`src/rtl/txd_pkg.sv`:
```
package txd_pkg;

  localparam int CFG_EOF  = 0;
  localparam int CFG_SOF  = 1;
  localparam int CFG_PAD  = 4;
  localparam int CFG_CRC  = 5;
  localparam int CFG_OK   = 30;
  localparam int CFG_OWN  = 31;
  localparam int NXT_LAST = 31;
  localparam int KICK_BIT = 31;

  // descriptor word indices the engine consumes
  localparam logic [2:0] W_BUF = 3'd0;
  localparam logic [2:0] W_NLO = 3'd2;
  localparam logic [2:0] W_NHI = 3'd3;
  localparam logic [2:0] W_LEN = 3'd4;
  localparam logic [2:0] W_CFG = 3'd5;

  typedef enum logic [2:0] {
    ST_IDLE,
    ST_DESC,
    ST_EVAL,
    ST_BUF,
    ST_SEND,
    ST_MAC,
    ST_WB
  } txd_state_e;

  typedef struct packed {
    logic       retry_lim;
    logic       underrun;
    logic       late_coll;
    logic       one_coll;
    logic [3:0] retry;
  } txd_stat_t;

  function automatic logic [7:0] lane_byte(input logic [31:0] w, input logic [1:0] lane);
    return w[{lane, 3'b000} +: 8];
  endfunction

  function automatic logic stat_clean(input txd_stat_t s);
    return !(s.retry_lim || s.underrun || s.late_coll);
  endfunction

  function automatic logic [31:0] wb_word(input logic [15:0] cfg_lo, input txd_stat_t s);
    logic [31:0] r;
    r          = '0;
    r[15:0]    = cfg_lo;
    r[19:16]   = s.retry;
    r[20]      = s.one_coll;
    r[24]      = s.late_coll;
    r[25]      = s.underrun;
    r[26]      = s.retry_lim;
    r[CFG_OK]  = stat_clean(s);
    r[CFG_OWN] = 1'b0;
    return r;
  endfunction

endpackage

```
`src/rtl/txd_ptr_regs.sv`:
```
module txd_ptr_regs import txd_pkg::*; #(
  parameter int AW = 10
) (
  input  logic          clk,
  input  logic          rst_n,
  input  logic          wr_en,
  input  logic          wr_sel,
  input  logic [31:0]   wr_data,
  output logic [AW+1:0] ptr_byte,
  output logic          kick
);

  always_ff @(posedge clk or negedge rst_n) begin
    if (!rst_n)               ptr_byte <= '0;
    else if (wr_en && !wr_sel) ptr_byte <= wr_data[AW+1:0];
  end

  assign kick = wr_en && wr_sel && wr_data[KICK_BIT];

  logic unused_hi_bits;
  assign unused_hi_bits = ^wr_data[30:AW+2];

endmodule

```
`src/rtl/txd_desc_store.sv`:
```
module txd_desc_store import txd_pkg::*; #(
  parameter int AW = 10,
  parameter int LW = 16
) (
  input  logic          clk,
  input  logic          rst_n,
  input  logic          cap,
  input  logic [2:0]    idx,
  input  logic [31:0]   word,
  output logic [AW+1:0] buf_byte,
  output logic [AW-4:0] next_base,
  output logic          next_last,
  output logic [LW-1:0] len,
  output logic [15:0]   cfg_lo,
  output logic          own
);

  always_ff @(posedge clk or negedge rst_n) begin
    if (!rst_n) begin
      buf_byte  <= '0;
      next_base <= '0;
      next_last <= 1'b0;
      len       <= '0;
      cfg_lo    <= '0;
      own       <= 1'b0;
    end else if (cap) begin
      case (idx)
        W_BUF: buf_byte  <= word[AW+1:0];
        W_NLO: next_base <= word[AW+1:5];
        W_NHI: next_last <= word[NXT_LAST];
        W_LEN: len       <= word[LW-1:0];
        W_CFG: begin
          cfg_lo <= word[15:0];
          own    <= word[CFG_OWN];
        end
        default: ;
      endcase
    end
  end

  logic unused_word_bits;
  assign unused_word_bits = ^word[30:16];

endmodule

```
`src/rtl/txd_byte_walker.sv`:
```
module txd_byte_walker #(
  parameter int AW = 10,
  parameter int LW = 16
) (
  input  logic          clk,
  input  logic          rst_n,
  input  logic          load,
  input  logic          step,
  input  logic [AW+1:0] start_byte,
  input  logic [LW-1:0] count,
  output logic [AW-1:0] word_addr,
  output logic [1:0]    lane,
  output logic          first,
  output logic          last,
  output logic          word_end
);

  logic [AW+1:0] ptr_q;
  logic [LW-1:0] rem_q;
  logic          first_q;

  always_ff @(posedge clk or negedge rst_n) begin
    if (!rst_n) begin
      ptr_q   <= '0;
      rem_q   <= '0;
      first_q <= 1'b0;
    end else if (load) begin
      ptr_q   <= start_byte;
      rem_q   <= count;
      first_q <= 1'b1;
    end else if (step) begin
      ptr_q   <= ptr_q + 1'b1;
      rem_q   <= rem_q - 1'b1;
      first_q <= 1'b0;
    end
  end

  assign word_addr = ptr_q[AW+1:2];
  assign lane      = ptr_q[1:0];
  assign first     = first_q;
  assign last      = (rem_q == LW'(1));
  assign word_end  = (ptr_q[1:0] == 2'b11);

endmodule

```
`src/rtl/txdesc_fetch_engine.sv`:
```
module txdesc_fetch_engine import txd_pkg::*; #(
  parameter int AW = 10,
  parameter int LW = 16
) (
  input  logic          clk,
  input  logic          rst_n,
  input  logic          host_wr_en,
  input  logic          host_wr_sel,
  input  logic [31:0]   host_wr_data,
  output logic          mem_req,
  output logic          mem_we,
  output logic [AW-1:0] mem_addr,
  output logic [31:0]   mem_wdata,
  input  logic          mem_ack,
  input  logic [31:0]   mem_rdata,
  output logic          tx_valid,
  input  logic          tx_ready,
  output logic [7:0]    tx_data,
  output logic          tx_first,
  output logic          tx_last,
  output logic          tx_pad,
  output logic          tx_crc,
  input  logic          mac_stat_valid,
  input  logic [3:0]    mac_retry_cnt,
  input  logic          mac_one_coll,
  input  logic          mac_late_coll,
  input  logic          mac_underrun,
  input  logic          mac_retry_limit
);

  localparam int BASE_W = AW - 3;
  localparam logic [2:0] LAST_IDX = W_CFG;

  txd_state_e        st;
  logic [2:0]        idx;
  logic [BASE_W-1:0] base;
  logic [31:0]       cur_word;
  txd_stat_t         stat_q;

  logic [AW+1:0]     ptr_byte;
  logic              kick;
  logic [AW+1:0]     buf_byte;
  logic [BASE_W-1:0] next_base;
  logic              next_last;
  logic [LW-1:0]     len;
  logic [15:0]       cfg_lo;
  logic              own;
  logic [AW-1:0]     w_addr;
  logic [1:0]        w_lane;
  logic              w_first, w_last, w_end;

  // named internal events
  logic ev_kick, ev_desc_cap, ev_owner_reject, ev_walk_load;
  logic ev_byte_xfer, ev_last_byte, ev_wb_done;

  assign ev_kick         = (st == ST_IDLE) && kick;
  assign ev_desc_cap     = (st == ST_DESC) && mem_ack;
  assign ev_owner_reject = (st == ST_EVAL) && !own;
  assign ev_walk_load    = (st == ST_EVAL) && own && (len != '0);
  assign ev_byte_xfer    = (st == ST_SEND) && tx_ready;
  assign ev_last_byte    = ev_byte_xfer && w_last;
  assign ev_wb_done      = (st == ST_WB) && mem_ack;

  txd_ptr_regs #(.AW(AW)) u_ptr (
    .clk(clk), .rst_n(rst_n),
    .wr_en(host_wr_en), .wr_sel(host_wr_sel), .wr_data(host_wr_data),
    .ptr_byte(ptr_byte), .kick(kick)
  );

  txd_desc_store #(.AW(AW), .LW(LW)) u_store (
    .clk(clk), .rst_n(rst_n),
    .cap(ev_desc_cap), .idx(idx), .word(mem_rdata),
    .buf_byte(buf_byte), .next_base(next_base), .next_last(next_last),
    .len(len), .cfg_lo(cfg_lo), .own(own)
  );

  txd_byte_walker #(.AW(AW), .LW(LW)) u_walk (
    .clk(clk), .rst_n(rst_n),
    .load(ev_walk_load), .step(ev_byte_xfer),
    .start_byte(buf_byte), .count(len),
    .word_addr(w_addr), .lane(w_lane),
    .first(w_first), .last(w_last), .word_end(w_end)
  );

  always_ff @(posedge clk or negedge rst_n) begin
    if (!rst_n) begin
      st       <= ST_IDLE;
      idx      <= '0;
      base     <= '0;
      cur_word <= '0;
      stat_q   <= '0;
    end else begin
      case (st)
        ST_IDLE: if (ev_kick) begin
          base <= ptr_byte[AW+1:5];
          idx  <= '0;
          st   <= ST_DESC;
        end
        ST_DESC: if (mem_ack) begin
          if (idx == LAST_IDX) st <= ST_EVAL;
          else                 idx <= idx + 1'b1;
        end
        ST_EVAL: begin
          if (!own) begin
            st <= ST_IDLE;
          end else if (len == '0) begin
            stat_q <= '0;
            st     <= ST_WB;
          end else begin
            st <= ST_BUF;
          end
        end
        ST_BUF: if (mem_ack) begin
          cur_word <= mem_rdata;
          st       <= ST_SEND;
        end
        ST_SEND: if (tx_ready) begin
          if (w_last)     st <= ST_MAC;
          else if (w_end) st <= ST_BUF;
        end
        ST_MAC: if (mac_stat_valid) begin
          stat_q.retry_lim <= mac_retry_limit;
          stat_q.underrun  <= mac_underrun;
          stat_q.late_coll <= mac_late_coll;
          stat_q.one_coll  <= mac_one_coll;
          stat_q.retry     <= mac_retry_cnt;
          st               <= ST_WB;
        end
        ST_WB: if (mem_ack) begin
          if (next_last) begin
            st <= ST_IDLE;
          end else begin
            base <= next_base;
            idx  <= '0;
            st   <= ST_DESC;
          end
        end
        default: st <= ST_IDLE;
      endcase
    end
  end

  always_comb begin
    mem_req  = (st == ST_DESC) || (st == ST_BUF) || (st == ST_WB);
    mem_we   = (st == ST_WB);
    case (st)
      ST_DESC: mem_addr = {base, idx};
      ST_BUF:  mem_addr = w_addr;
      ST_WB:   mem_addr = {base, W_CFG};
      default: mem_addr = '0;
    endcase
    mem_wdata = wb_word(cfg_lo, stat_q);
  end

  assign tx_valid = (st == ST_SEND);
  assign tx_data  = lane_byte(cur_word, w_lane);
  assign tx_first = tx_valid && w_first && cfg_lo[CFG_SOF];
  assign tx_last  = tx_valid && w_last && cfg_lo[CFG_EOF];
  assign tx_pad   = tx_valid && cfg_lo[CFG_PAD];
  assign tx_crc   = tx_valid && cfg_lo[CFG_CRC];

endmodule

```
`config.mk`:
```
export PLATFORM = sky130hd
export DESIGN_NAME = txdesc_fetch_engine
export DESIGN_NICKNAME = d
export VERILOG_FILES = /design/src/rtl/txd_pkg.sv /design/src/rtl/txd_ptr_regs.sv /design/src/rtl/txd_desc_store.sv /design/src/rtl/txd_byte_walker.sv /design/src/rtl/txdesc_fetch_engine.sv
export SDC_FILE = /design/constraint.sdc
export NUM_CORES = 1
export LEC_CHECK = 0
export ABC_AREA = 1
export BUFFER_PORTS_ARGS = -buffer_cell sky130_fd_sc_hd__buf_2
export CELL_PAD_IN_SITES_DETAIL_PLACEMENT = 0
export CELL_PAD_IN_SITES_GLOBAL_PLACEMENT = 1
export CORE_MARGIN = 2
export CORE_UTILIZATION = 40
export DETAILED_ROUTE_END_ITERATION = 10
export PLACE_DENSITY = 0.75
export SLEW_MARGIN = 20
export SYNTH_ARGS = -nofsm -noshare
export SYNTH_HDL_FRONTEND = slang
export SYNTH_SLANG_ARGS = --single-unit
export TNS_END_PERCENT = 30
```
`constraint.sdc`:
```
create_clock -name clk -period 5.16 [get_ports clk]
set_clock_uncertainty 0.15 [all_clocks]
set_input_delay 0.516 -clock clk [delete_from_list [all_inputs] [get_ports clk]]
set_output_delay 0.516 -clock clk [all_outputs]
set_load 0.01 [all_outputs]
```
# Word level (Yosys, flattened, before mapping)
# Index checks and enable logic that the tools add are counted.
[totals]
regBits = 147
input_bits = 79
out_inout_bits = 57
wordCells = 119
[op_classes]
add_sub_neg = 3
n_eq_ne = 24
shift = 1
muxes = 34
n_reduce_logical = 38
[ops]
columns = ["op", "n"]
rows = [
  ["2-to-1 mux 3 bit", 16],
  ["2-to-1 mux 16 bit", 2],
  ["variable part select 32 x 6 -> 8 bit", 1],
  ["one-hot mux 10 bit (3 select lines)", 1],
  ["2-to-1 mux 12 bit", 2],
  ["2-to-1 mux 8 bit", 3],
  ["2-to-1 mux 7 bit", 3],
  ["one-hot mux 3 bit (7 select lines)", 1],
  ["== test 16 x 1 -> 1 bit, second input constant", 1],
  ["zero test 16 bit", 1],
  ["one-hot mux 8 bit (2 select lines)", 1],
  ["nonzero test 16 bit", 1],
  ["subtractor 16 x 1 -> 16 bit, second input constant", 1],
  ["== test 3 bit, second input constant", 5],
  ["logical AND 1 bit", 14],
  ["one-hot mux 7 bit (2 select lines)", 1],
  ["adder 12 x 1 -> 12 bit, second input constant", 1],
  ["== test 3 x 2 -> 1 bit, second input constant", 4],
  ["!= test 2 bit, second input constant", 6],
  ["AND reduction 2 bit", 6],
  ["!= test 2 x 1 -> 1 bit, second input constant", 5],
  ["one-hot mux 3 bit (3 select lines)", 1],
  ["AND reduction 4 bit", 2],
  ["AND reduction 8 bit", 1],
  ["other kinds (11)", 20],
]

# Longest topological paths before layout
[depth]
ltp_word = 5
depth_mapped = 11
ltp_nobuf = 11

# Modules after synthesis
# From an unflattened synthesis, not the netlist that was laid out.
[hier_totals]
hier_cells = 883
area_unflattened_um2 = 7557.2
[modules_own_cells]
columns = ["mod", "instances", "cells_per_inst", "area_each_um2"]
rows = [
  ["txdesc_fetch_engine", 1, 339, 3074.2],
  ["txd_desc_store", 1, 240, 2178.3],
  ["txd_byte_walker", 1, 249, 1810.5],
  ["txd_ptr_regs", 1, 55, 494.2],
]

# Least setup slack after synthesis
# Ideal clock, no wire load.
[synth_timing]
path_kind = "register -> output"
startpoint = "register u_walk.ptr_q[0]"
endpoint = "output port tx_data[2]"
arrival_ps = 1249
slack_ps = 3245
stages_incl_launch_ff = 6
path_buffers = 2
cell_sequence = "dfrtp_1 clkbuf_1 inv_1 clkbuf_1 o21ai_0 o22ai_1"
[synth_between]
elab_chain_len = 1
[synth_rtl]
columns = ["element", "line", "rtl"]
rows = [
  ["from (decl)", "txd_byte_walker.sv:18", "logic [AW+1:0] ptr_q;"],
  ["from (signal assigned)", "txd_byte_walker.sv:28", "ptr_q <= start_byte;"],
  ["from (signal assigned)", "txd_byte_walker.sv:32", "ptr_q <= ptr_q + 1'b1;"],
  ["variable part select 32 x 6 -> 8 bit", "txd_pkg.sv:38", "return w[{lane, 3'b000} +: 8];"],
  ["to (decl)", "txdesc_fetch_engine.sv:18", "output logic [7:0] tx_data,"],
]
# No other way between the ends.

# Final worst setup path
# Ends and elaborated chain as after synthesis.

==> reports/results.ini <==
[status]
status = completed

[grt]
grt_max_degree = 99
grt_pass1_vias = 5452
antenna_found_initial = 0
grtUsageMet1_pct = 31.41
use_met3_pct = 3.926
busiest_layer = met1
grt_pass1_wl_um = 29480
grt_use_met2_pct = 29.71
grt_overflow = 0
track_usage_pct = 20.53

[layout]
multi_input_area_um2 = 3024
fin_nets = 1050
diodes = 0
nFillCells = 1757
areaGrowthSynthToFinish_pct = 18.58
final_cells = 1201
utilization_pct = 48.47
layout.area.seq_um2 = 3553
drive_gt1_share_pct = 19.06

[yosys]
synth_top_family_by_area = simple AND/OR/NAND/NOR gates
syn_area_um2 = 7071
synth_top_area_cell = dfrtp_1
yosysMostFrequentCell = nand2_1
synth_compound_area_share_pct = 10.94
postSynth.asyncResetShare_pct = 100.0
yosys.area_share.simple_pct = 25.92
ys_ff_latch = 142
synth_top_flop_cell = dfrtp_1
seq_area_frac_synth_pct = 50.26
synth_edf_count = 0
ys_types = 38
syn-instance-count = 869
synth.area.mux_share_pct = 3.504
synth_top_area_share_pct = 50.26
synthAdderAreaFrac_pct = 1.416
synthXorXnorAreaFrac_pct = 0.6194
synth_commonest_cells = 259 x nand2_1, 142 x dfrtp_1, 75 x inv_1, 74 x nor2_1, 66 x o21ai_0
yosysWarnings = 0
syn_avg_cell_area_um2 = 8.136
yosys-top-cells-area = dfrtp_1 50%, nand2_1 14%, o21ai_0 4.7%

[critical_path]
crit_start = u_walk.ptr_q[0]$_DFFE_PN0P_
crit_family = flip-flops
path_cells = inv_1 -> o21ai_0 -> o22ai_1 -> buf_2
crit_arrival_ns = 2.27
cp-end-kind = primary output
r2r_start = st[2]$_DFFE_PN0P_
cpMaxStageDelayCell = dfrtp_1
slowest_delay_ns = 0.81
path_max_fanout = 21
required_ns = 4.49
crit_type = reg2out
cp-start-kind = flop
critPathBufInv = 2

[timing]
fin_crit_ns = 2.931
slew_headroom_pct = 39.49
tns_ns = 0
fmax_mhz = 341.2
hold_violations = 0
rsz0062_at_grt = no
setup_viol = 0
fin_ws_ns = 2.229
final.period_utilization_pct = 56.81
tightest_slew_ns = 0.9076
timing.final.max_slew_violations = 0

[route]
detail_route.wl_per_cell_um = 15.24
dr.pass1.iters = 5
ant_nets = 0
vias = 5965
via_per_inst = 4.967
drt_iter0_markers = 422
drcViolationCount = 0
drt-total-wl_um = 18300

[power_and_ir_drop]
leakage_uw = 0.004217
total_power_uw = 4539
max-vdd-ir-drop_mv = 0.2732
power.density_nw_per_um2 = 541.3

[placement]
gp_congestion = 0.8109
post-dp-hpwl_um = 12950
dp.cells = 1169
port_buffers = 104
place_ws_ns = 2.642

[clock_network]
clock_tree.buffer_depth = 2
postCtsSetupBuffers = 0
h-tree-depth = 4
clk_pin_slew_ns = 0.06
cts-resized-gates = 0
clkLatencyLatePin_ns = 0.42
postCtsHoldBufs = 0
clock-sinks = 142
numCtsBuffers = 17
cts_tree = done
cts-root-buf = clkbuf_16

[floorplan]
die_y_um = 137.0
rows = 48
dieArea_um2 = 18760
dieWidth_um = 137.0
initial_utilization_pct = 40.88
io_pins = 136
core-area_um2 = 17300

[min_path]
hold_path_class = in2async

[flow_run]
cap_viol_max_count = 0

[report_power, final]
group / internal, µW / total (µW) / switching, µW
logic: 549 / 1380 / 829
registers: 1480 / 1780 / 299
clock network: 887 / 1380 / 492
total: 2920 / 4540 / 1620
[flip-flops by register name, indices dropped and copies added (netlist names), 8 cells and up]
name	flops
u_walk.ptr_q	12
u_store.buf_byte	12
u_store.cfg_lo	16
u_walk.rem_q	16
u_store.len	16
mem_wdata	8
cur_word	32
[logic make-up (layout without fill, tap and decap cells)]
kind of cell,after synthesis,count (layout)
muxes,22,22
adders and majority gates,8,8
AOI/OAI and AO/OA,139,139
and+or+nand+nor,431,431
xor gates and xnor gates,5,5
DFF,142,142
other,1,7
buffers and inverters,121,222
[worst register-to-register path: stages, from the launching register on]
cell and delay (ns):
dfrtp_1 0.47, inv_2 0.16, nand2_1 0.06, nor2_1 0.27
nand2_1 0.35, buf_4 0.34, inv_2 0.33, nor2_1 0.14
nand2_1 0.09, nand2_1 0.06
[final cells by class]
class	instances	share of cell area [%]
clock buffers	19	5.402
clock inverters	13	2.477
inverters	82	3.671
multi-input cells	612	36.07
flip-flops and latches	142	42.38
well taps	225	3.358
repair buffers	108	6.641
[routing by layer]
| metal | part of all wire, % | vias to the layer above |
|---|---|---|
| met3 | 4.4 | 19 |
| met5 | 0 | - |
| met2 | 44 | 133 |
| li1 | - | 2998 |
| met1 | 51 | 2815 |
| met4 | 1.0 | 0 |
[worst paths after layout]
| kind | slack (ns) | endpoint | cells after the start |
|---|---|---|---|
| worst min register to register | 0.33 | u_walk.ptr_q[2]$_DFFE_PN0P_ | 2 |
| max in group asynchronous | 3.62 | u_store.len[13]$_DFFE_PN0P_ | 2 |
| worst max-delay path | 2.23 | tx_data[2] | 4 |
| min in group clk | 0.17 | cur_word[18]$_DFFE_PN0P_ | 2 |
| worst max register to register | 2.64 | u_walk.ptr_q[1]$_DFFE_PN0P_ | 9 |
| worst min-delay path | 0.04 | cur_word[27]$_DFFE_PN0P_ | 1 |
[per-stage QoR]
| step | hold WS, ns | cell area, µm² |
|---|---|---|
| global placement | 0.3106 | 7724 |
| finish | 0.03938 | 8384 |
| global route | 0.1102 | 8384 |
| floorplan | 0.07041 | 7093 |
| detailed placement | 0.3185 | 7724 |
| CTS | 0.09363 | 8384 |
[cells in the final DEF, fill, tap and decap left out, types with 11 or more instances in the layout]
cell type | Yosys | layout
inv_1 | 75 | 75
nor2_1 | 74 | 74
dfrtp_1 | 142 | 142
o21ai_0 | 66 | 66
buf_2 | 16 | 103
o211ai_1 | 13 | 13
o21ai_1 | 37 | 37
nand3_1 | 60 | 60
o22ai_1 | 15 | 15
nand3b_1 | 11 | 11
mux2_2 | 22 | 22
clkbuf_16 | 0 | 17
nand2_1 | 259 | 259
No activity file was read; power rests on OpenSTA's default activity.
